`src/rtl/cond_issue_seq.sv`:
```
module cond_issue_seq #(
  parameter int OPW       = 4,
  parameter int MIN_CYC   = 2,
  parameter int MUL_CYC   = 4,
  parameter int ARITH_CYC = 3,
  parameter int JUMP_CYC  = 11,
  parameter logic [OPW-1:0] OP_MUL  = 4'h1,
  parameter logic [OPW-1:0] OP_ADD  = 4'h2,
  parameter logic [OPW-1:0] OP_SUB  = 4'h3,
  parameter logic [OPW-1:0] OP_LOG  = 4'h4,
  parameter logic [OPW-1:0] OP_JUMP = 4'hF
) (
  input  logic           clk,
  input  logic           rst,
  input  logic           instr_valid,
  input  logic [OPW-1:0] opcode,
  input  logic           cond_true,
  input  logic           pipe_ready,
  output logic           busy,
  output logic           exec_en,
  output logic           done,
  output logic           flush_req
);
  localparam int CW          = $clog2(JUMP_CYC + 1);
  localparam int FLUSH_FIRST = 2;
  localparam int FLUSH_LAST  = JUMP_CYC - 1;

  logic          active;
  logic [CW-1:0] cnt, len_q;
  logic          exec_q, jump_q;
  logic          accept;

  function automatic logic [CW-1:0] len_of(input logic [OPW-1:0] op, input logic c);
    if (!c)                                   return CW'(MIN_CYC);
    else if (op == OP_MUL)                    return CW'(MUL_CYC);
    else if (op == OP_ADD || op == OP_SUB ||
             op == OP_LOG)                    return CW'(ARITH_CYC);
    else if (op == OP_JUMP)                   return CW'(JUMP_CYC);
    else                                      return CW'(MIN_CYC);
  endfunction

  assign accept = !active && instr_valid && pipe_ready;

  always_ff @(posedge clk) begin
    if (rst) begin
      active <= 1'b0;
      cnt    <= '0;
      len_q  <= '0;
      exec_q <= 1'b0;
      jump_q <= 1'b0;
    end else if (!active) begin
      if (accept) begin
        active <= 1'b1;
        cnt    <= CW'(1);
        len_q  <= len_of(opcode, cond_true);
        exec_q <= cond_true;
        jump_q <= cond_true && (opcode == OP_JUMP);
      end
    end else if (cnt == len_q) begin
      active <= 1'b0;
      cnt    <= '0;
    end else begin
      cnt <= cnt + CW'(1);
    end
  end

  assign busy      = active;
  assign done      = active && (cnt == len_q);
  assign exec_en   = active && exec_q && (cnt == CW'(1));
  assign flush_req = active && jump_q &&
                     (cnt >= CW'(FLUSH_FIRST)) && (cnt <= CW'(FLUSH_LAST));

  a_r1_accept: assert property (@(posedge clk) disable iff (rst)
    (!busy && instr_valid && pipe_ready) |=> busy);
  a_r2_min_two: assert property (@(posedge clk) disable iff (rst)
    $rose(busy) |-> !done);
  a_r10_hold: assert property (@(posedge clk) disable iff (rst)
    (busy && !done) |=> busy);
  a_r9_done_ends: assert property (@(posedge clk) disable iff (rst)
    done |=> !busy);
  a_r8_exec_single: assert property (@(posedge clk) disable iff (rst)
    exec_en |=> !exec_en);
  a_r8_exec_first: assert property (@(posedge clk) disable iff (rst)
    exec_en |-> $rose(busy));
  a_r7_flush_inside: assert property (@(posedge clk) disable iff (rst)
    flush_req |-> (busy && !done && !$rose(busy)));
  a_r11_reset: assert property (@(posedge clk)
    rst |=> (!busy && !done && !flush_req && !exec_en));
endmodule

```
`config.mk`:
```
export PLATFORM = sky130hd
export DESIGN_NAME = cond_issue_seq
export DESIGN_NICKNAME = d
export VERILOG_FILES = /design/src/rtl/cond_issue_seq.sv
export SDC_FILE = /design/constraint.sdc
export NUM_CORES = 1
export LEC_CHECK = 0
export BUFFER_PORTS_ARGS = -buffer_cell sky130_fd_sc_hd__buf_4
export CAP_MARGIN = 20
export CORE_MARGIN = 4
export CORE_UTILIZATION = 33
export DETAILED_ROUTE_END_ITERATION = 6
export HOLD_SLACK_MARGIN = 0.02
export RECOVER_POWER = 50
export SLEW_MARGIN = 30
export SYNTH_ARGS = -nofsm -noshare
export SYNTH_HDL_FRONTEND = slang
export SYNTH_SLANG_ARGS = --single-unit
```
`constraint.sdc`:
```
create_clock -name clk -period 3.6 [get_ports clk]
set_clock_uncertainty 0.05 [all_clocks]
set_input_delay 0.18 -clock clk [delete_from_list [all_inputs] [get_ports clk]]
set_output_delay 0.18 -clock clk [all_outputs]
set_load 0.005 [all_outputs]
```
==> impl_metrics.json, run 1 <==
{
  "outcome": "finished, final reports clean",
  "postCtsSetupRepairBufs": 0,
  "ant_nets": 0,
  "cp-startpoint": "cnt[0]$_SDFFE_PP0P_",
  "die_h_um": 51.5,
  "holdCritPathClass": "input port to flop",
  "syn-num-nets": 80,
  "path_class": "flop to output pin",
  "worstMarginPinSlew_ps": 445,
  "cellLeakagePower_nw": 0.329,
  "overflow": 0,
  "drc": 0,
  "worst_setup_path_end_kind": "output pin",
  "dieArea_mm2": 0.00265,
  "root_buffer": "clkbuf_4",
  "synth_seq_area_share_pct": 35.3,
  "grt_use_total_pct": 10.8,
  "path_buf_inv": 2,
  "core_area_mm2": 0.00176,
  "finalSetupTns_ps": 0,
  "setup_viol": 0,
  "first_iter_violations": 3,
  "crit_arrival_ps": 1850,
  "netlist_area_um2": 624,
  "cts_max_path_buffers": 2,
  "crit_required_ps": 3370,
  "initial_core_util_pct": 35.4,
  "antenna_cells": 0,
  "drive_above_1_share_pct": 23.2,
  "worstSetupStartpointType": "flop",
  "cts_tree": "built",
  "timing.fmax_ghz": 0.481,
  "avgViaCountPerCell": 5.06,
  "ys_ff_latch": 11,
  "syn_inst": 68,
  "yosys_warnings": 0,
  "postPlaceCellArea_um2": 729,
  "synth_cell_types": 29,
  "detail_route.wl_per_cell_um": 11.4,
  "portBuffers": 12,
  "dr.pass1.iters": 2,
  "insertion_delay_ps": 260,
  "worstHoldStart": "rst",
  "ir_drop_uv": 212,
  "vias": 541,
  "slew_headroom_pct": 70.2,
  "period_needed_ps": 2080,
  "numClockSinks": 11,
  "numCtsBuffers": 3,
  "clkTransAtPathRegs_ps": 70,
  "num_rows": 15,
  "reg2reg_from": "cnt[1]$_SDFFE_PP0P_",
  "syn_to_final_growth_pct": 21.0,
  "cpMaxStageDelayCell": "or4_2",
  "maxSlewViolCount": 0,
  "critPathMaxFanout": 8,
  "syn_avg_cell_area_um2": 9.18,
  "postCtsHoldBufs": 0,
  "critPathTopFamily": "simple AND/OR/NAND/NOR gates",
  "final_area_um2": 756,
  "worstPathCellList": "inv_1 > ha_1 > or4_2 > nand3_1 > a21oi_1 > buf_4",
  "rsz0062_at_grt": "false",
  "die_w_um": 51.5,
  "max_stage_delay_ps": 520,
  "period_share_pct": 57.7,
  "wl_mm": 1.22,
  "layout.nets": 95,
  "antenna_found_initial": 0,
  "grt_pass1_vias": 517,
  "cts_max_level": 1,
  "place_congestion": 0.728,
  "hpwl_um": 949,
  "boundaryPins": 13,
  "grt_pass1_wl_mm": 2.17,
  "grt_max_degree": 14,
  "p_per_area_mw_per_mm2": 326,
  "hold_violations": 0,
  "drv_cap": 0,
  "ctsResizeCount": 0
}
## cell usage after synthesis (all sizes together)
master       number  share of area, %
dfxtp            11                35
nand2             9               5.4
a21oi             8               6.4
xor2              5               8.2
o31ai             4               4.8
ha                3               6.0
inv               3               1.8
nand3             3               2.4
nand4             2               2.0
nor3              2               1.6
a211oi            1               1.2
a21o              1               1.4
and2              1               1.0
and3              1               1.0
and3b             1               1.4
and4              1               1.4
buf               1               1.2
dlygate4sd1       1               1.4
nand3b            1               1.2
nor3b             1               1.2
nor4              1               1.0
nor4b             1               1.4
o211a             1               1.6
o311ai            1               1.4
o41ai             1               4.4
or3               1               1.0
or4               1               1.4
xnor2             1               1.4
## state kept, by name, indices dropped and copies added (netlist names)
register	cells
busy	1
exec_q	1
cnt	4
jump_q	1
len_q	4
## power breakdown
part | internal, mW | switching (mW)
logic | 0.0167 | 0.0165
registers | 0.125 | 0.00600
clock network | 0.0429 | 0.0391
## layout make-up
type	count	area (um2)
multi-input combinational	52	377
inverter	3	11.3
sequential	11	220
timing repair buffer	12	90.1
clock buffer	4	26.3
fill	196	1010
tap	25	31.3
## worst register-to-register path, stage by stage (launching register included)
cell and delay [ps]:
dfxtp_1 470, xor2_1 170, o41ai_4 520, o31ai_1 130
## cell usage in the layout (no fill, tap or decap), drive strengths merged, types with 2 or more instances in the layout
cell and count:
a21oi 8, buf 11, clkbuf 5, dfxtp 11
ha 3, inv 3, nand2 9, nand3 3
nand4 2, nor3 2, o31ai 4, xor2 5
## routing by layer
metal / global-route usage, % / wire, um / up-vias
li1: - / - / 279
met3: 4.30 / 38 / 0
met1: 13.7 / 585 / 255
met4: 2.62 / 0 / 0
met5: 0 / 0 / -
met2: 17.2 / 591 / 7
## final timing paths
kind                                 to  depth (start not counted)  slack (ps)
hold / removal    len_q[0]$_SDFFE_PP0P_                          2         120
setup / recovery              flush_req                          6        1520
setup reg to reg    cnt[3]$_SDFFE_PP0P_                          3        2140
hold reg to reg     exec_q$_SDFFE_PP0P_                          2         420
## cells by family (layout without fill, tap and decap cells)
group | Yosys count | after routing | synth area share (%)
compound gates | 17 | 17 | 21.2
xor+xnor | 6 | 6 | 9.62
fa+ha+maj | 3 | 3 | 6.01
buf+inv | 5 | 19 | 4.41
flops | 11 | 11 | 35.3
simple gates | 26 | 26 | 23.5
## stage by stage
stage / total power [mW] / util [%] / std cells / hold WS [ps] / worst slack, ps
global placement: 0.167 / 41.3 / 103 / 402 / 1820
finish: 0.247 / 42.8 / 107 / 122 / 1520
floorplan: 0.151 / - / 68 / 233 / 2000
detailed placement: 0.168 / 41.3 / 103 / 403 / 1800
CTS: 0.250 / 42.8 / 107 / 116 / 1500
global route: 0.263 / 42.8 / 107 / 123 / 1400
Power figures use the tool's default switching activity.
==> inputs of run 2 (changes only) <==
Settings changed: ABC_AREA set to 1.
Clock period 3.6 ns to 1.8 ns, I/O delays scaled along.
==> impl_metrics.json, run 2 <==
{
  "grt_use_total_pct": 12.0,
  "worstPathCellList": "inv_2 > ha_1 > nor3_1 > nor3_1 > buf_4",
  "numCtsBuffers": 3,
  "maxSlewViolCount": 0,
  "num_rows": 16,
  "p_per_area_mw_per_mm2": 622,
  "synth-edff-count": 0,
  "setup_viol": 0,
  "worst_setup_path_end_kind": "output pin",
  "place_congestion": 0.807,
  "drive_above_1_share_pct": 24.4,
  "postCtsSetupRepairBufs": 0,
  "postLayoutSetupSlackWorst_ps": 261,
  "cellLeakagePower_nw": 0.400,
  "drv_cap": 0,
  "ys.flop_type": "dfxtp_1",
  "critPathMaxFanout": 6,
  "grt_pass1_wl_mm": 2.48,
  "async_flop_share_pct": 0,
  "antenna_cells": 0,
  "synth.top_cells.by_area": "dfxtp_1, nand2_1, inv_1",
  "die_w_um": 54.4,
  "max_stage_delay_ps": 460,
  "drc": 0,
  "detail_route.wl_per_cell_um": 9.85,
  "overflow": 0,
  "grt_pass1_vias": 609,
  "rsz0062_at_grt": "false",
  "ant_nets": 0,
  "slew_headroom_pct": 75.7,
  "netlist_area_um2": 709,
  "first_iter_violations": 7,
  "finalSetupTns_ps": 0,
  "die_h_um": 54.4,
  "crit_required_ps": 1660,
  "period_needed_ps": 1540,
  "dieArea_mm2": 0.00296,
  "ctsResizeCount": 0,
  "syn_to_final_growth_pct": 18.3,
  "ys_ff_latch": 11,
  "hpwl_mm": 1.21,
  "ir_drop_uv": 341,
  "dr.pass1.iters": 3,
  "avgViaCountPerCell": 4.47,
  "whs_endpoint": "exec_q$_SDFFE_PP0P_",
  "worstHoldPathCells": 3,
  "cpMaxStageDelayCell": "dfxtp_1",
  "vias": 653,
  "postCtsHoldBufs": 1,
  "synth_top_area_share_pct": 31.0,
  "portBuffers": 12,
  "worstHoldStart": "cond_true",
  "path_class": "flop to output pin",
  "cts_max_level": 1,
  "synth_most_common_cell": "nand2_1",
  "syn_avg_cell_area_um2": 6.82,
  "worst-r2r-cell-count": 5,
  "yosys_warnings": 0,
  "final_cell_mix": "nand2_1, inv_1, dfxtp_1, buf_4",
  "grt_max_degree": 11,
  "root_buffer": "clkbuf_4",
  "antenna_found_initial": 0,
  "boundaryPins": 13,
  "insertion_delay_ps": 270,
  "layout_commonest_cell": "nand2_1",
  "r2r_end": "len_q[2]$_SDFFE_PP0P_",
  "yosys.area.top_type": "dfxtp_1",
  "cts_tree": "built",
  "hold_violations": 0,
  "outcome": "finished, final reports clean",
  "numClockSinks": 11,
  "synth_seq_area_share_pct": 31.0,
  "reg_top3": "cnt: 4 flops, len_q: 4 flops",
  "worstSetupStartpointType": "flop",
  "worstMarginPinSlew_ps": 363,
  "holdCritPathClass": "input port to flop",
  "timing.fmax_ghz": 0.650,
  "crit_arrival_ps": 1400,
  "dp_slack_ps": 573,
  "cts_max_path_buffers": 2,
  "layout.nets": 132,
  "final_area_um2": 840,
  "syn-num-nets": 116,
  "netlist_top_cells_count": "nand2_1, inv_1, dfxtp_1, a21oi_1, nor2_1",
  "reg2reg_from": "busy$_SDFF_PP0_",
  "syn_inst": 104,
  "period_share_pct": 85.5,
  "postPlaceCellArea_um2": 818,
  "wl_mm": 1.44,
  "initial_core_util_pct": 35.4,
  "core_area_mm2": 0.00200,
  "synth_cell_types": 21,
  "r2r_slack_ps": 520,
  "hold-worst-slack_ps": 61.3,
  "cpMostUsedCell": "nor3_1",
  "clkTransAtPathRegs_ps": 80
}
==> run 2: cell types whose count changed after synthesis, sizes merged, moves of 2 or more <==
cell,previous run,this run
nand2,9,31
inv,3,19
nor2,0,12
nand3,3,8
o31ai,4,0
xor2,5,2
a21oi,8,10
nand4,2,0
o21ai,0,2
==> run 2: how the worst max path moves through the flow <==
stage,startpoint,end,slack [ps],cells after the start
after detailed placement,cnt[0]$_SDFFE_PP0P_,flush_req,570,5
after floorplan,cnt[1]$_SDFFE_PP0P_,cnt[0]$_SDFFE_PP0P_,720,7
final,cnt[0]$_SDFFE_PP0P_,flush_req,260,5
after global routing,cnt[0]$_SDFFE_PP0P_,flush_req,120,5
after CTS,cnt[0]$_SDFFE_PP0P_,flush_req,250,5
after global placement,cnt[0]$_SDFFE_PP0P_,flush_req,550,5
==> run 2: cell type report <==
class	count	area [um2]
clock buffers	3	22.5
well taps	27	33.8
fillers	230	1160
flip-flops and latches	11	220
repair buffers	13	96.3
clock inverters	1	5.00
inverters	19	71.3
multi-input cells	72	390
==> run 2: power by group <==
group	internal, mW	leakage [nW]	switching (mW)
clock	0.0824	0.0177	0.0852
sequential	0.252	0.0894	0.0139
combinational	0.0392	0.293	0.0498
total	0.373	0.400	0.149
==> run 2: cells by family after synthesis <==
family                     count (synthesis)  share of synthesized area, %
DFF                                       11                          31.0
adders and majority gates                  3                          5.29
and+or+nand+nor                           54                          39.5
AOI/OAI and AO/OA                         13                          9.52
buffers and inverters                     21                          12.2
xor gates and xnor gates                   2                          2.47
==> run 2: per-stage QoR <==
step                std cells  power (mW)  util (%)
floorplan                 104       0.333         -
global placement          141       0.364      40.9
detailed placement        141       0.364      40.9
CTS                       146       0.535      42.8
global route              146       0.563      41.9
finish                    146       0.522      41.9
==> run 2: layer usage <==
| metal | vias to the layer above | part of all wire (%) | GRT usage, % |
|---|---|---|---|
| li1 | 348 | - | - |
| met5 | - | 0 | 0 |
| met2 | 13 | 48 | 20.5 |
| met3 | 2 | 6.7 | 4.36 |
| met4 | 0 | 1.2 | 6.22 |
| met1 | 290 | 44 | 12.7 |
==> run 2: critical path, delay by kind of cell (launching register included) <==
family        cells  cell delay, ps
simple gates      2             230
buf+inv           2             230
fa+ha+maj         1             210
flops             1             460
==> inputs of run 3 (changes only) <==
Settings changed: RECOVER_POWER 50 to 25.
==> impl_metrics.json, run 3 (synthesized netlist as in run 2, its figures left out) <==
{
  "postPlaceCellArea_um2": 818,
  "worstHoldStart": "cond_true",
  "die_w_um": 54.4,
  "dp.cells": 141,
  "dieArea_mm2": 0.00296,
  "layout.nets": 132,
  "r2r_end": "len_q[2]$_SDFFE_PP0P_",
  "clkTransAtPathRegs_ps": 80,
  "ant_nets": 0,
  "grt_pass1_vias": 609,
  "met3_usage_pct": 4.36,
  "groute.layer.met1.usage_pct": 12.7,
  "path_buf_inv": 2,
  "hold-worst-slack_ps": 74.3,
  "vias": 653,
  "syn_to_final_growth_pct": 19.6,
  "period_needed_ps": 1540,
  "numClockSinks": 11,
  "slew_headroom_pct": 75.7,
  "cellLeakagePower_nw": 0.404,
  "cts_max_level": 1,
  "cts_tree": "built",
  "grt_max_degree": 11,
  "worst-r2r-cell-count": 4,
  "ir_drop_uv": 341,
  "ctsResizeCount": 0,
  "fillers": 227,
  "antenna_found_initial": 0,
  "crit_arrival_ps": 1400,
  "worstPathCellList": "inv_2 > ha_1 > nor3_1 > nor3_1 > buf_4",
  "hpwl_mm": 1.21,
  "setup_viol": 0,
  "postLayoutCoreUtil_pct": 42.4,
  "crit_required_ps": 1660,
  "grt_pass1_wl_mm": 2.48,
  "reg_top3": "cnt: 4 flops, len_q: 4 flops",
  "drive_above_1_share_pct": 26.1,
  "rsz0062_at_grt": "false",
  "path_class": "flop to output pin",
  "worst_setup_path_end_kind": "output pin",
  "p_per_area_mw_per_mm2": 618,
  "numCtsBuffers": 3,
  "final_area_um2": 848,
  "detail_route.wl_per_cell_um": 9.82,
  "worstMarginPinSlew_ps": 364,
  "outcome": "finished, final reports clean",
  "timing.fmax_ghz": 0.650,
  "initial_core_util_pct": 35.4,
  "cpMostUsedCell": "nor3_1",
  "final_cells": 146,
  "finalSetupTns_ps": 0,
  "boundaryPins": 13,
  "insertion_delay_ps": 270,
  "first_iter_violations": 6,
  "place_congestion": 0.807,
  "worstSetupStartpointType": "flop",
  "cpMaxStageDelayCell": "dfxtp_1",
  "maxSlewViolCount": 0,
  "use_met2_pct": 20.5,
  "die_h_um": 54.4,
  "holdCritPathClass": "input port to flop",
  "max_stage_delay_ps": 460,
  "reg2reg_from": "busy$_SDFF_PP0_",
  "num_rows": 16,
  "hold_violations": 0,
  "antenna_cells": 0,
  "r2r_slack_ps": 580,
  "whs_endpoint": "exec_q$_SDFFE_PP0P_",
  "root_buffer": "clkbuf_4",
  "final_cell_mix": "nand2_1, inv_1, buf_4, dfxtp_1",
  "cts_max_path_buffers": 2,
  "critPathTopFamily": "flip-flops",
  "wl_mm": 1.43,
  "period_share_pct": 85.5,
  "critPathMaxFanout": 6,
  "dr.pass1.iters": 3,
  "worstHoldPathCells": 3,
  "portBuffers": 12,
  "overflow": 0,
  "grt_use_total_pct": 12.0,
  "avgViaCountPerCell": 4.47,
  "drv_cap": 0,
  "finalPower_uw": 524,
  "core_area_mm2": 0.00200,
  "layout_commonest_cell": "nand2_1",
  "postLayoutSetupSlackWorst_ps": 261,
  "gr-max-usage-layer": "met2",
  "drc": 0,
  "dp_slack_ps": 573
}
run 3: cell types whose count changed in the layout (fill, tap and decap cells not counted), sizes merged:
cell | previous run | this run
clkbuf | 4 | 3
buf | 11 | 12
run 3: worst max-delay path by stage:
stage | startpoint | end | slack [ps] | cells after the start
after global routing | cnt[0]$_SDFFE_PP0P_ | flush_req | 120 | 5
after global placement | cnt[0]$_SDFFE_PP0P_ | flush_req | 550 | 5
final | cnt[0]$_SDFFE_PP0P_ | flush_req | 260 | 5
after floorplan | cnt[1]$_SDFFE_PP0P_ | cnt[0]$_SDFFE_PP0P_ | 720 | 7
after CTS | cnt[0]$_SDFFE_PP0P_ | flush_req | 250 | 5
after detailed placement | cnt[0]$_SDFFE_PP0P_ | flush_req | 570 | 5
run 3: layout make-up:
class	count	area (um2)	share of cell area [%]
Multi-Input combinational cell	72	395	46.6
Sequential cell	11	220	26.0
Timing Repair Buffer	13	100	11.8
Inverter	19	71.3	8.41
Tap cell	27	33.8	3.98
Clock buffer	3	22.5	2.65
Clock inverter	1	5.00	0.590
run 3: per-layer routing:
layer | routed length [um] | vias to the layer above
met4 | 17 | 0
li1 | - | 348
met5 | 0 | -
met3 | 94 | 2
met2 | 690 | 13
met1 | 631 | 290
run 3: power breakdown:
part,internal [mW],leakage [nW],switching (mW)
combinational,0.0406,0.297,0.0505
clock,0.0824,0.0177,0.0852
sequential,0.252,0.0894,0.0139
run 3: timing repair:
| action | 4_1_cts | 5_1_grt |
|---|---|---|
| hold buffers | 1 | 0 |
| endpoints found under the setup margin | 0 | 0 |
| endpoints found under the hold margin | 8 | 0 |
| buffers inserted | 0 | 0 |
run 3: worst min-delay path, delay by kind of cell:
kind	cells	cell delay (ps)
buffers and inverters	1	110
AND/OR/NAND/NOR	1	90
AO/OA/AOI/OAI	1	70
